## src/rtl/tps_pkg.sv

```systemverilog
package tps_pkg;
  typedef enum logic {
    ST_IDLE = 1'b0,
    ST_RUN  = 1'b1
  } tps_state_e;
endpackage

```

## src/rtl/tps_finder.sv

```systemverilog
// Returns the lowest set bit of mask at or above 'from'; N when none exists.
module tps_finder #(
  parameter int N = 64,
  parameter int W = 7
) (
  input  logic [N-1:0] mask,
  input  logic [W-1:0] from,
  output logic [W-1:0] idx
);
  localparam logic [W-1:0] NONE = W'(N);

  always_comb begin
    idx = NONE;
    for (int i = N - 1; i >= 0; i--) begin
      if (mask[i] && (W'(i) >= from)) idx = W'(i);
    end
  end
endmodule

```

## src/rtl/tps_lane.sv

```systemverilog
// One step counter with its own predicate. raw_q is the search origin;
// eff_o is the enabled element the lane currently points at.
module tps_lane #(
  parameter int N = 64,
  parameter int W = 7
) (
  input  logic         clk,
  input  logic         rst_n,
  input  logic         load_i,
  input  logic         adv_i,
  input  logic [W-1:0] step_i,
  input  logic [N-1:0] mask_i,
  input  logic         all_i,
  output logic [W-1:0] eff_o,
  output logic [W-1:0] raw_o,
  output logic         bit_o
);
  localparam int SW = (N > 1) ? $clog2(N) : 1;

  logic [W-1:0] raw_q, raw_d;
  logic [N-1:0] mask_q, mask_d;
  logic         all_q, all_d;
  logic         en;
  logic [N-1:0] find_mask;

  assign find_mask = all_q ? {N{1'b1}} : mask_q;

  tps_finder #(.N(N), .W(W)) u_find (
    .mask (find_mask),
    .from (raw_q),
    .idx  (eff_o)
  );

  always_comb begin
    en     = load_i | adv_i;
    raw_d  = raw_q;
    mask_d = mask_q;
    all_d  = all_q;
    if (load_i) begin
      raw_d  = step_i;
      mask_d = mask_i;
      all_d  = all_i;
    end else if (adv_i) begin
      raw_d  = eff_o + W'(1);
    end
  end

  always_ff @(posedge clk or negedge rst_n) begin
    if (!rst_n) begin
      raw_q  <= '0;
      mask_q <= '0;
      all_q  <= 1'b0;
    end else if (en) begin
      raw_q  <= raw_d;
      mask_q <= mask_d;
      all_q  <= all_d;
    end
  end

  assign raw_o = raw_q;
  assign bit_o = (eff_o < W'(N)) ? mask_q[eff_o[SW-1:0]] : 1'b0;
endmodule

```

## src/rtl/twinpred_seq.sv

```systemverilog
module twinpred_seq #(
  parameter int MAXVL = 64,
  parameter int IDXW  = $clog2(MAXVL + 1)
) (
  input  logic             clk,
  input  logic             rst_n,
  input  logic             start_i,
  input  logic [IDXW-1:0]  vl_i,
  input  logic [IDXW-1:0]  src_step_i,
  input  logic [IDXW-1:0]  dst_step_i,
  input  logic [MAXVL-1:0] src_mask_i,
  input  logic [MAXVL-1:0] dst_mask_i,
  input  logic             dst_zero_i,
  output logic             op_valid_o,
  input  logic             op_ready_i,
  output logic [IDXW-1:0]  op_src_o,
  output logic [IDXW-1:0]  op_dst_o,
  output logic             op_zero_o,
  output logic             done_o,
  output logic [IDXW-1:0]  fin_src_o,
  output logic [IDXW-1:0]  fin_dst_o,
  output logic             busy_o
);
  import tps_pkg::*;

  tps_state_e      st_q, st_d;
  logic [IDXW-1:0] vl_q, vl_d;
  logic            zero_q, zero_d;
  logic            load, fire, exhausted;
  logic [IDXW-1:0] src_eff, dst_eff, src_raw, dst_raw;
  logic            src_bit, dst_bit;

  tps_lane #(.N(MAXVL), .W(IDXW)) u_src (
    .clk    (clk),
    .rst_n  (rst_n),
    .load_i (load),
    .adv_i  (fire),
    .step_i (src_step_i),
    .mask_i (src_mask_i),
    .all_i  (1'b0),
    .eff_o  (src_eff),
    .raw_o  (src_raw),
    .bit_o  (src_bit)
  );

  tps_lane #(.N(MAXVL), .W(IDXW)) u_dst (
    .clk    (clk),
    .rst_n  (rst_n),
    .load_i (load),
    .adv_i  (fire),
    .step_i (dst_step_i),
    .mask_i (dst_mask_i),
    .all_i  (dst_zero_i),
    .eff_o  (dst_eff),
    .raw_o  (dst_raw),
    .bit_o  (dst_bit)
  );

  always_comb begin
    load      = start_i && (st_q == ST_IDLE);
    exhausted = (src_eff >= vl_q) || (dst_eff >= vl_q);
    fire      = (st_q == ST_RUN) && !exhausted && op_ready_i;
    st_d      = st_q;
    vl_d      = vl_q;
    zero_d    = zero_q;
    case (st_q)
      ST_IDLE: if (load) begin
        st_d   = ST_RUN;
        vl_d   = vl_i;
        zero_d = dst_zero_i;
      end
      ST_RUN:  if (exhausted) st_d = ST_IDLE;
      default: st_d = ST_IDLE;
    endcase
  end

  always_ff @(posedge clk or negedge rst_n) begin
    if (!rst_n) begin
      st_q   <= ST_IDLE;
      vl_q   <= '0;
      zero_q <= 1'b0;
    end else begin
      st_q <= st_d;
      if (load) begin
        vl_q   <= vl_d;
        zero_q <= zero_d;
      end
    end
  end

  assign busy_o     = (st_q == ST_RUN);
  assign op_valid_o = busy_o && !exhausted;
  assign done_o     = busy_o && exhausted;
  assign op_src_o   = src_eff;
  assign op_dst_o   = dst_eff;
  assign op_zero_o  = zero_q && !dst_bit;
  assign fin_src_o  = src_raw;
  assign fin_dst_o  = dst_raw;
endmodule

```

## config.mk

```make
export PLATFORM = sky130hd
export DESIGN_NAME = twinpred_seq
export DESIGN_NICKNAME = d
export VERILOG_FILES = /design/src/rtl/tps_pkg.sv /design/src/rtl/tps_finder.sv /design/src/rtl/tps_lane.sv /design/src/rtl/twinpred_seq.sv
export SDC_FILE = /design/constraint.sdc
export NUM_CORES = 1
export LEC_CHECK = 0
export BUFFER_PORTS_ARGS = -buffer_cell sky130_fd_sc_hd__buf_2
export CAP_MARGIN = 30
export CORE_MARGIN = 1.5
export CORE_UTILIZATION = 29
export DETAILED_ROUTE_END_ITERATION = 10
export PLACE_DENSITY = 0.51
export REMOVE_ABC_BUFFERS = 1
export SYNTH_ARGS = -nofsm -noshare
export SYNTH_HDL_FRONTEND = slang
export SYNTH_SLANG_ARGS = --single-unit
export TNS_END_PERCENT = 30
```

## constraint.sdc

```tcl
create_clock -name clk -period 6.7 [get_ports clk]
set_input_delay 0.67 -clock clk [delete_from_list [all_inputs] [get_ports clk]]
set_output_delay 0.67 -clock clk [all_outputs]
set_load 0.02 [all_outputs]
```

==> qor.csv <==
metric;value;unit
mapped cell area;11600;sq um
I/O Pins;186;
Post-synth EDFFs;0;
Setup CP Type;flop to output pin;
final hold viol count;0;
Core Area;39500;sq um
Cell Rows;73;
RSZ-0062 raised after global routing;no;
commonest non-fill, non-tap cell in the layout;nand2_1;
Initial Utilization;0.293;
largest net degree at the start of global routing;164;
synth top area cells;dfrtp_1 33%, nand2_1 14%, o21ai_0 4.3%;
CP endpoint kind;output pin;
remaining antenna violation count;0;
clock sink count;151;
Final Util;0.343;
Fillers;4286;
most frequent cells in the layout;431 x nand2_1, 184 x buf_2, 150 x dfrtp_1;
min-delay worst type;primary input to async pin;
initial antenna violation count;0;
Seq cells post-synth;151;
CTS tree;built;
Post-Route WL;44.9;mm
register area share after synthesis;0.326;
detailed placement HPWL;33.6;mm
Critical Path AT;5.68;ns
WHS;0.222;ns
CTS clk-pin slew, worst paths;0.07;ns
antenna diode count;0;
Die ar.;41200;sq um
Worst-Margin Slew;0.905;ns
Final period util;0.948;
cts repair resizes;0;
GRT overflow;0;
Synth area leader;dfrtp_1;
vias per inst;5.51;
number of buffers added on ports;185;
Die Ht;203;microns
routability cong.;0.956;
Pre-antenna DRT Iters;7;
setup violators final;0;
vias in the first global route;11800;
fin crit period;6.35;ns
CP max FO;22;
first-pass GRT wire length;69.0;mm
Syn Inst Count;1554;
max_cap viols;0;
layout cells sized above 1;0.180;
via count;12300;
Worst Skew;0.0131;ns
Total GRT Usage;0.217;
Cell variety after synth;97;
FMAX;0.158;GHz
pins over their slew limit;0;
Rel. slew slack;0.396;
CTS H-tree lvls;4;
wire length per cell;20.1;microns
root buffer cell;clkbuf_16;
initial drt markers;1067;
NumNets Final;1857;
crit start category;flop;
post-synthesis async set-or-reset flop share;1.00;
ys flop type;dfrtp_1;
Place WS;0.952;ns
WP data required;6.03;ns
Final WS setup;0.351;ns
Max clock buf depth;2;
die width;203;microns
status;finished clean;
synth warn;0;
Worst-Skew Late Latency;0.47;ns
post-synth top area share;0.326;
Avg Synthesized Cell Area;7.46;sq um
TritonCTS Buffers;17;
drt drc;0;
Hold-fix buffers, CTS;0;
Syn-to-layout area delta;17.2;%
post-CTS setup buffers;0;
==> metrics by stage <==
stage / cells / TNS (ns) / instance area [sq um]
2_1_floorplan: 1449 / -24.25 / 11100
3_3_place_gp: 2195 / 0 / 13000
3_5_place_dp: 2195 / 0 / 13000
4_1_cts: 2227 / 0 / 13500
5_1_grt: 2228 / 0 / 13600
6_report: 2228 / 0 / 13600
==> critical path, stage by stage, from the launching register on <==
cell	delay [ns]
dfrtp_1	0.72
buf_4	0.38
a21o_1	0.22
a2bb2oi_1	0.47
nor2_1	0.15
o211ai_1	0.33
a222oi_1	0.17
o211ai_1	0.15
and3_1	0.24
clkinv_1	0.11
ha_1	0.27
nand2b_1	0.14
a21o_1	0.17
a21oi_1	0.16
nor2b_1	0.06
o21ai_0	0.15
nand2b_1	0.09
maj3_1	0.37
nand2_1	0.08
o311a_1	0.18
o211ai_2	0.09
buf_4	0.20
inv_2	0.14
buf_2	0.19
==> final cells by class <==
class                   instances  area, sq um  share of cell area
inverters                      39          146              0.0108
well taps                     525          657              0.0484
clock inverters                15          169              0.0124
clock buffers                  17          425              0.0313
flip-flops and latches        151         3780               0.278
repair buffers                222         1240              0.0915
multi-input cells            1259         7160               0.527
==> state kept, by name, summed over array words and instances (netlist names) <==
signal,flops
u_dst.raw_o,7
busy_o,1
u_dst.mask_q,64
u_dst.all_q,1
vl_q,7
u_src.mask_q,64
u_src.raw_o,7
==> cells in the mapped netlist (17+ instances only) <==
| cell type | count |
|---|---|
| nor3_1 | 39 |
| inv_1 | 35 |
| o211ai_1 | 30 |
| dfrtp_1 | 151 |
| o21a_1 | 19 |
| buf_2 | 39 |
| nor2_1 | 113 |
| nor2b_1 | 17 |
| a211oi_1 | 30 |
| o22ai_1 | 19 |
| a21oi_1 | 68 |
| nand2_1 | 432 |
| nand3_1 | 27 |
| mux2i_1 | 41 |
| o21ai_0 | 99 |
| clkbuf_1 | 43 |
| or3_1 | 21 |
==> logic make-up after synthesis <==
| group | after synthesis | share of synthesized area |
|---|---|---|
| adder cells (fa/ha/maj) | 17 | 0.0175 |
| XOR/XNOR | 10 | 0.00756 |
| AND/OR/NAND/NOR | 756 | 0.291 |
| buffers and inverters | 144 | 0.0586 |
| multiplexers | 46 | 0.0412 |
| AO/OA/AOI/OAI | 430 | 0.258 |
| flip-flops | 151 | 0.326 |
==> path summary, 6_finish.rpt <==
check	from	end	slack (ns)	depth (start not counted)
setup reg to reg	u_dst.raw_o[2]	u_dst.raw_o[2]	0.88	23
max in group asynchronous	rst_n	u_dst.mask_q[42]	5.25	3
setup / recovery	u_dst.raw_o[2]	op_valid_o	0.35	23
min in group clk	src_mask_i[4]	u_src.mask_q[4]	0.39	3
hold / removal	rst_n	u_dst.mask_q[14]	0.22	2
hold reg to reg	u_src.mask_q[35]	u_src.mask_q[35]	0.48	2
==> routing by layer <==
layer	global-route usage	part of all wire	routed length, microns	vias to the layer above
li1	-	-	-	5816
met1	0.303	0.46	20700	5876
met2	0.320	0.43	19500	514
met3	0.0509	0.071	3200	74
met4	0.0889	0.033	1480	0
met5	0	0	0	-
Power is not shown: default switching activity piles up to over one toggle a cycle in this logic, so the estimate is an artifact.
